--- src/rtl/lc_pkg.sv ---
package lc_pkg;
  typedef enum logic [1:0] {
    SRC_ROM    = 2'd0,
    SRC_BANK1  = 2'd1,
    SRC_BANK2  = 2'd2,
    SRC_COMMON = 2'd3
  } lc_src_e;

  typedef struct packed {
    logic bank1;
    logic rd_ram;
    logic wr_ram;
    logic armed;
  } lc_state_t;

  localparam lc_state_t LC_RESET = '{bank1: 1'b1, rd_ram: 1'b0, wr_ram: 1'b0, armed: 1'b0};
endpackage

--- src/rtl/lc_decode.sv ---
module lc_decode
  import lc_pkg::*;
#(
  parameter int OFF_W = 8,
  parameter logic [OFF_W-1:0] SW_BASE = 8'h80
) (
  input  logic             sel,
  input  logic             wr,
  input  logic [OFF_W-1:0] off,
  input  lc_state_t        cur,
  output logic             upd,
  output lc_state_t        nxt
);
  localparam int SPAN_BITS = 4;

  logic in_window;
  logic odd_sw;

  assign in_window = (off[OFF_W-1:SPAN_BITS] == SW_BASE[OFF_W-1:SPAN_BITS]);
  assign upd       = sel & in_window;
  assign odd_sw    = off[0];

  always_comb begin
    nxt        = cur;
    nxt.bank1  = off[3];
    nxt.rd_ram = (off[1:0] == 2'b00) | (off[1:0] == 2'b11);
    if (!odd_sw) begin
      nxt.wr_ram = 1'b0;
      nxt.armed  = 1'b0;
    end else if (wr) begin
      nxt.armed  = 1'b0;
    end else begin
      nxt.wr_ram = cur.armed;
      nxt.armed  = 1'b1;
    end
  end
endmodule

--- src/rtl/lc_flags.sv ---
module lc_flags
  import lc_pkg::*;
(
  input  logic      clk,
  input  logic      rst_n,
  input  logic      en,
  input  lc_state_t nxt,
  output logic      rst_n_s,
  output lc_state_t st
);
  logic rst_meta;

  always_ff @(posedge clk or negedge rst_n) begin
    if (!rst_n) begin
      rst_meta <= 1'b0;
      rst_n_s  <= 1'b0;
    end else begin
      rst_meta <= 1'b1;
      rst_n_s  <= rst_meta;
    end
  end

  always_ff @(posedge clk or negedge rst_n_s) begin
    if (!rst_n_s) begin
      st <= LC_RESET;
    end else if (en) begin
      st <= nxt;
    end
  end
endmodule

--- src/rtl/lc_map.sv ---
module lc_map
  import lc_pkg::*;
#(
  parameter int PAGE_W = 8
) (
  input  logic              aux_set,
  input  logic [PAGE_W-1:0] page,
  input  lc_state_t         st,
  output logic              hit,
  output logic [1:0]        src   [2],
  output logic              aux   [2]
);
  localparam int NIB_LO = PAGE_W - 4;
  localparam logic [3:0] BANK_NIB = 4'hD;

  logic [3:0] nib;
  logic       in_bank;

  assign nib     = page[PAGE_W-1:NIB_LO];
  assign in_bank = (nib == BANK_NIB);
  assign hit     = (nib >= BANK_NIB);

  for (genvar p = 0; p < 2; p++) begin : g_path
    logic ram_on;
    lc_src_e s;
    assign ram_on = (p == 0) ? st.rd_ram : st.wr_ram;
    always_comb begin
      s = SRC_ROM;
      if (hit && ram_on) begin
        if (!in_bank)      s = SRC_COMMON;
        else if (st.bank1) s = SRC_BANK1;
        else               s = SRC_BANK2;
      end
    end
    assign src[p] = s;
    assign aux[p] = aux_set & (s != SRC_ROM);
  end
endmodule

--- src/rtl/lc_status.sv ---
module lc_status
  import lc_pkg::*;
#(
  parameter int OFF_W  = 8,
  parameter int DATA_W = 8,
  parameter logic [OFF_W-1:0] ST_BANK = 8'h11,
  parameter logic [OFF_W-1:0] ST_READ = 8'h12
) (
  input  logic              sel,
  input  logic              wr,
  input  logic [OFF_W-1:0]  off,
  input  lc_state_t         st,
  output logic              vld,
  output logic [DATA_W-1:0] data
);
  logic flag;

  always_comb begin
    vld  = 1'b0;
    flag = 1'b0;
    if (sel && !wr) begin
      if (off == ST_BANK) begin
        vld  = 1'b1;
        flag = ~st.bank1;
      end else if (off == ST_READ) begin
        vld  = 1'b1;
        flag = st.rd_ram;
      end
    end
    data = {flag, {(DATA_W-1){1'b0}}};
  end
endmodule

--- src/rtl/lc_ctrl.sv ---
module lc_ctrl
  import lc_pkg::*;
#(
  parameter int OFF_W  = 8,
  parameter int PAGE_W = 8,
  parameter int DATA_W = 8
) (
  input  logic              clk,
  input  logic              rst_n,
  input  logic              sw_sel,
  input  logic              sw_wr,
  input  logic [OFF_W-1:0]  sw_off,
  input  logic              aux_set,
  input  logic [PAGE_W-1:0] page,
  output logic              map_hit,
  output logic [1:0]        rd_src,
  output logic              rd_aux,
  output logic [1:0]        wr_src,
  output logic              wr_aux,
  output logic              stat_vld,
  output logic [DATA_W-1:0] stat_data
);
  lc_state_t st_q;
  lc_state_t st_d;
  logic      st_en;
  logic      rst_n_s;
  logic [1:0] src_w [2];
  logic       aux_w [2];

  lc_decode #(.OFF_W(OFF_W)) u_dec (
    .sel(sw_sel), .wr(sw_wr), .off(sw_off), .cur(st_q), .upd(st_en), .nxt(st_d)
  );

  lc_flags u_flg (
    .clk(clk), .rst_n(rst_n), .en(st_en), .nxt(st_d), .rst_n_s(rst_n_s), .st(st_q)
  );

  lc_map #(.PAGE_W(PAGE_W)) u_map (
    .aux_set(aux_set), .page(page), .st(st_q), .hit(map_hit), .src(src_w), .aux(aux_w)
  );

  lc_status #(.OFF_W(OFF_W), .DATA_W(DATA_W)) u_st (
    .sel(sw_sel), .wr(sw_wr), .off(sw_off), .st(st_q), .vld(stat_vld), .data(stat_data)
  );

  assign rd_src = src_w[0];
  assign rd_aux = aux_w[0];
  assign wr_src = src_w[1];
  assign wr_aux = aux_w[1];
endmodule

--- config.mk ---
export PLATFORM = sky130hd
export DESIGN_NAME = lc_ctrl
export DESIGN_NICKNAME = d
export VERILOG_FILES = /design/src/rtl/lc_pkg.sv /design/src/rtl/lc_decode.sv /design/src/rtl/lc_flags.sv /design/src/rtl/lc_map.sv /design/src/rtl/lc_status.sv /design/src/rtl/lc_ctrl.sv
export SDC_FILE = /design/constraint.sdc
export NUM_CORES = 1
export LEC_CHECK = 0
export BUFFER_PORTS_ARGS = -buffer_cell sky130_fd_sc_hd__buf_2
export CORE_MARGIN = 1.5
export CORE_UTILIZATION = 25
export DETAILED_ROUTE_END_ITERATION = 16
export PLACE_DENSITY = 0.64
export SETUP_SLACK_MARGIN = 0.1
export SLEW_MARGIN = 5
export SYNTH_ARGS = -nofsm -noshare
export SYNTH_HDL_FRONTEND = slang
export SYNTH_SLANG_ARGS = --single-unit
--- constraint.sdc ---
create_clock -name clk -period 2.95 [get_ports clk]
set_input_delay 0.1475 -clock clk [delete_from_list [all_inputs] [get_ports clk]]
set_output_delay 0.1475 -clock clk [all_outputs]
set_load 0.03 [all_outputs]
==> results of run 1 <==
critical path: cells and delay by family:
kind	cells	cell delay [ns]
AO/OA/AOI/OAI	1	0.18
buffers and inverters	2	0.29
AND/OR/NAND/NOR	2	0.77
routing by layer:
metal  wire length [um]  track usage (%)
met4                  0            3.529
met3                 61            3.571
met2                428            14.65
met1                345            11.03
met5                  0                0
metrics by stage:
stage,hold slack (ns),area [um^2]
floorplan,-0.1481,471.7
global placement,-0.06563,568.0
detailed placement,-0.06538,568.0
CTS,0.06091,604.3
global route,0.07702,604.3
finish,0.05449,604.3
power by group:
group	switching, mW	total, mW	internal, mW
combinational	0.0440	0.0727	0.0287
clock	0.0276	0.0787	0.0511
sequential	0.0107	0.108	0.0976
what timing repair did:
item / CTS / global route
resized for setup: 0 / 0
hold buffers: 1 / 0
hold endpoints to repair: 2 / 0
buffers inserted: 0 / 0
cells in the final DEF (no fill, tap or decap):
cell           instances
a211o_1                1
buf_2                 25
conb_1                 8
nor2b_1                2
ha_1                   2
clkbuf_1               1
a21oi_1                2
dfrtp_1                5
nor3b_1                1
and3_1                 3
mux2_2                 3
or4b_4                 1
nor2_1                 5
nor4b_4                1
clkbuf_4               3
nand3_1                2
and4_1                 1
nand2_1                2
dfstp_2                1
inv_1                  3
dlygate4sd3_1          1
o211a_1                2
worst max-delay path by stage:
stage                          from            to  slack [ns]  depth (start not counted)
final                     sw_off[7]  stat_data[7]        1.42                          5
after global routing      sw_off[7]  stat_data[7]        1.32                          5
after CTS                 sw_off[7]  stat_data[7]        1.41                          5
after detailed placement  sw_off[7]  stat_data[7]        1.41                          5
after global placement    sw_off[7]  stat_data[7]        1.41                          5
after floorplan           sw_off[7]  stat_data[7]        1.28                          4
state kept, by name (all words and copies together) (netlist names):
name            cells
u_flg.rst_n_s       1
u_flg.rst_meta      1
u_flg.st            4
cells by family (layout without fill, tap and decap cells):
family / after synthesis / in the layout
other: 2 / 8
multiplexers: 3 / 3
AO/OA/AOI/OAI: 5 / 5
buffers and inverters: 11 / 33
adder cells (fa/ha/maj): 2 / 2
flip-flops: 6 / 6
AND/OR/NAND/NOR: 18 / 18
layout make-up:
type	count	share of cell area, %
multi-input cells	36	41.20
flip-flops and latches	6	25.05
clock buffers	4	4.348
well taps	25	5.176
repair buffers	26	22.36
inverters	3	1.863
==> flow_summary.json, run 1 <==
{
  "grt_max_degree": 5,
  "ys.flop_type": "dfrtp_1",
  "remaining_drc_errors": 0,
  "grt_pass1_vias": 352,
  "fin_nets": 99,
  "reg2reg_from": "u_flg.st[1]",
  "yosys.area.top_type_share_pct": 27.86,
  "wl_per_cell_um": 8.350,
  "num_io_pins": 37,
  "p_total_mw": 0.2597,
  "crit_arrival_ns": 1.38,
  "synth_edf_count": 0,
  "fin_skew_ns": 0.007050,
  "worstSetupStartpointType": "input pin",
  "r2r_end": "u_flg.st[1]",
  "stdcell_count": 100,
  "vias": 396,
  "rsz0062_at_grt": "no",
  "port_buffers": 25,
  "multi_input_area_um2": 249.0,
  "antenna_found_initial": 0,
  "synth_top_area_cell": "dfrtp_1",
  "synth_cell_types": 19,
  "cts_root_buffer": "clkbuf_4",
  "synthCells": 47,
  "initialDrtViolationCount": 7,
  "synth_compound_area_share_pct": 8.635,
  "hpwl_um": 743.9,
  "leakage_nw": 0.3481,
  "clock-sinks": 6,
  "drive_gt1_share_pct": 45.33,
  "synth_xor_area_share_pct": 0,
  "crit_fanout": 2,
  "reg2reg_slack_ns": 1.99,
  "period_share_pct": 51.92,
  "synthAdderAreaFrac_pct": 5.571,
  "tns_ns": 0,
  "drv_slew": 0,
  "ys_async_sr_fraction_pct": 100.0,
  "fillers": 178,
  "antenna_left": 0,
  "die_area_mm2": 0.002060,
  "grt_pass1_wl_um": 1373,
  "drtPass1Iterations": 4,
  "htree_levels": 1,
  "numCtsBuffers": 3,
  "hold_violations": 0,
  "ir_drop_mv": 0.2310,
  "hold_class": "reg2async",
  "placedCellCount": 95,
  "worstSetupPathType": "in2out",
  "max_freq_mhz": 652.9,
  "cpMostUsedCell": "buf_2",
  "clkTransAtPathRegs_ns": 0.05,
  "maxCapViolations": 0,
  "crit_slowest_cell": "or4b_4",
  "synth_common_cells": "8 x buf_4, 5 x dfrtp_1, 5 x nor2_1",
  "slowest_delay_ns": 0.54,
  "cts.path.max_buffers": 2,
  "endpoint_kind": "primary output",
  "die_h_um": 45.39,
  "period_minus_slack_ns": 1.532,
  "powerDensity_mw_per_mm2": 429.7,
  "outcome": "finished, final reports clean",
  "rows": 15,
  "utilization_pct": 35.38,
  "grt_overflow": 0,
  "regArea_um2": 151.4,
  "area_growth_syn_to_layout_pct": 34.54,
  "yosysWarningCount": 0,
  "yosysMostFrequentCell": "buf_4",
  "synthMuxAreaShare_pct": 7.521,
  "yosysSeqAreaShare_pct": 33.70,
  "rr_worst_depth": 2,
  "path_cells": "buf_2, or4b_4, nor4b_4, o211a_1, buf_2",
  "synth-simple-area-share_pct": 27.02,
  "place_ws_ns": 1.413,
  "core_area_mm2": 0.001708,
  "clk_latency_ns": 0.24,
  "routabilityCongestion": 0.6533,
  "n_antenna_cell": 0,
  "avgViaCountPerCell": 3.960,
  "global_route.usage.total_pct": 9.180,
  "cts_tree": "yes",
  "setup_viol": 0,
  "postRouteWirelength_um": 835,
  "ys_ff_latch": 6,
  "fin_ws_ns": 1.418,
  "netlist_area_um2": 449.2,
  "synth_top_family_by_area": "simple AND/OR/NAND/NOR gates",
  "worstPathRequired_ns": 2.80,
  "start_util_pct": 26.30,
  "synth.avg_cell_area_um2": 9.557,
  "ys_top_cells_by_area": "dfrtp_1 28%, buf_4 13%, mux2_2 7.5%",
  "die_width_um": 45.39
}
(Power assumes the default switching activity.)
==> run 2, diff against run 1 <==
Settings changed: ABC_AREA set to 1, PLACE_DENSITY 0.64 to 0.63.
Clock period 2.95 ns to 1.6 ns, I/O delays scaled along.
==> flow_summary.json, run 2 <==
{
  "setup_viol": 0,
  "synth.avg_cell_area_um2": 6.586,
  "netlist_area_um2": 474.2,
  "yosysSeqAreaShare_pct": 31.93,
  "reg2reg_from": "u_flg.st[3]",
  "yosysWarningCount": 0,
  "grt_pass1_wl_um": 1393,
  "placed_area_um2": 593.1,
  "clkTransAtPathRegs_ns": 0.05,
  "wl_per_cell_um": 6.928,
  "worstPathRequired_ns": 1.52,
  "fillers": 195,
  "reg2reg_slack_ns": 0.78,
  "slowest_delay_ns": 0.53,
  "synth_common_cells": "20 x nand2_1, 15 x nor2_1, 8 x buf_4, 8 x inv_1, 5 x dfrtp_1",
  "hold_violations": 0,
  "yosys.area.top_type_share_pct": 26.39,
  "crit_arrival_ns": 1.18,
  "outcome": "finished, final reports clean",
  "worstSetupPathType": "reg2out",
  "endpoint_kind": "primary output",
  "initialDrtViolationCount": 1,
  "powerDensity_mw_per_mm2": 710.1,
  "area_growth_syn_to_layout_pct": 32.72,
  "synth_top_family_by_area": "simple AND/OR/NAND/NOR gates",
  "synth_xor_area_share_pct": 0,
  "placedCellCount": 120,
  "die_width_um": 46.55,
  "p_total_mw": 0.4469,
  "max_freq_mhz": 791.4,
  "leakage_nw": 0.3718,
  "antenna_found_initial": 0,
  "top_regs": "u_flg.st: 4 flops, u_flg.rst_meta: 1 flops, u_flg.rst_n_s: 1 flops",
  "num_io_pins": 37,
  "vias": 488,
  "synth_edf_count": 0,
  "global_route.usage.total_pct": 9.047,
  "crit_fanout": 3,
  "n_antenna_cell": 0,
  "rows": 15,
  "avgViaCountPerCell": 3.904,
  "grt_pass1_vias": 403,
  "synth_cell_types": 15,
  "antenna_left": 0,
  "cp_top_family": "flip-flops",
  "tns_ns": 0,
  "crit_slowest_cell": "dfstp_2",
  "synthAdderAreaFrac_pct": 5.277,
  "cpMostUsedCell": "nor2_1",
  "rr_worst_depth": 2,
  "postRouteWirelength_um": 866,
  "clk_latency_ns": 0.24,
  "htree_levels": 1,
  "synth_top_area_cell": "dfrtp_1",
  "hpwl_um": 800,
  "synth-simple-area-share_pct": 41.16,
  "synth_compound_area_share_pct": 1.055,
  "drv_slew": 0,
  "critPathBufInv": 2,
  "largest-register": "u_flg.st",
  "start_util_pct": 27.17,
  "stdcell_count": 125,
  "hold_class": "reg2async",
  "yosysMostFrequentCell": "nand2_1",
  "clock-sinks": 6,
  "ys.flop_type": "dfrtp_1",
  "drive_gt1_share_pct": 34.00,
  "grt_max_degree": 8,
  "layout_commonest_cell": "buf_2",
  "postCtsSetupBuffers": 0,
  "ir_drop_mv": 0.5349,
  "fin_ws_ns": 0.3364,
  "cts_tree": "yes",
  "fin_skew_ns": 0.005560,
  "die_h_um": 46.55,
  "remaining_drc_errors": 0,
  "synthCells": 72,
  "worstSetupStartpointType": "flop",
  "cts_root_buffer": "clkbuf_4",
  "ys_async_sr_fraction_pct": 100.0,
  "period_minus_slack_ns": 1.264,
  "path_cells": "inv_1, nor2_1, nor2_1, buf_2",
  "port_buffers": 25,
  "fin_nets": 124,
  "ys_ff_latch": 6,
  "maxCapViolations": 0,
  "routabilityCongestion": 0.7198,
  "core_area_mm2": 0.001745,
  "rsz0062_at_grt": "no",
  "place_ws_ns": 0.5835,
  "drtPass1Iterations": 3,
  "final_cell_mix": "25 x buf_2, 20 x nand2_1, 15 x nor2_1",
  "fin_area_um2": 629.4,
  "period_share_pct": 78.98,
  "grt_overflow": 0,
  "die_area_mm2": 0.002167,
  "synthMuxAreaShare_pct": 0,
  "numCtsBuffers": 3,
  "cts.path.max_buffers": 2,
  "largest_register_ffs": 4,
  "r2r_end": "u_flg.st[3]",
  "ys_top_cells_by_area": "dfrtp_1 26%, nand2_1 16%, buf_4 13%"
}
==> run 2: changes by cell type after synthesis, sizes merged, moves of 2 or more <==
| cell | previous run | this run |
|---|---|---|
| inv | 3 | 8 |
| o211a | 2 | 0 |
| nor2b | 2 | 0 |
| a21oi | 2 | 0 |
| nand2 | 2 | 21 |
| nor2 | 5 | 19 |
| mux2 | 3 | 0 |
| and3 | 3 | 0 |
==> run 2: final cells by class <==
| type | instances | area, um^2 | area share [%] |
|---|---|---|---|
| clock buffer | 4 | 26.28 | 4.175 |
| inverter | 8 | 30.03 | 4.771 |
| multi-input combinational | 56 | 255.2 | 40.56 |
| sequential | 6 | 151.4 | 24.06 |
| tap | 25 | 31.28 | 4.970 |
| timing repair buffer | 26 | 135.1 | 21.47 |
==> run 2: report_power, final <==
part	internal (mW)	switching, mW	total [mW]
sequential	0.176	0.0138	0.190
clock	0.0942	0.0506	0.145
combinational	0.0375	0.0745	0.112
total	0.308	0.139	0.447
==> run 2: worst max-delay path by stage <==
| stage | from | slack (ns) | depth (start not counted) | endpoint |
|---|---|---|---|---|
| floorplan | page[7] | 0.48 | 4 | rd_src[0] |
| global placement | u_flg.st[3] | 0.60 | 4 | wr_src[1] |
| detailed placement | u_flg.st[3] | 0.58 | 4 | rd_src[1] |
| CTS | u_flg.st[3] | 0.32 | 4 | rd_src[1] |
| global route | u_flg.st[3] | 0.26 | 4 | wr_src[1] |
| finish | u_flg.st[3] | 0.34 | 4 | rd_src[1] |
==> run 2: cell families after synthesis <==
kind of cell,Yosys count
and+or+nand+nor,45
buffers and inverters,16
DFF,6
adders and majority gates,2
other,2
AOI/OAI and AO/OA,1
==> run 2: what timing repair did <==
item | in CTS | in global routing
endpoints found under the hold margin | 2 | 0
hold buffers | 1 | 0
resized for setup | 0 | 0
==> run 2: stage by stage <==
stage	hold WS (ns)	util, %
2_1_floorplan	-0.2156	-
3_3_place_gp	-0.1345	33.98
3_5_place_dp	-0.1337	33.98
5_1_grt	0.07696	36.06
4_1_cts	0.06063	36.06
6_report	0.05434	36.06
==> run 2: metal layers <==
layer  track usage, %  routed length (um)  part of all wire [%]
met1            9.670                 347                    40
met2            16.67                 425                    49
met3            4.706                  93                    11
met4                0                   0                     0
met5                0                   0                     0
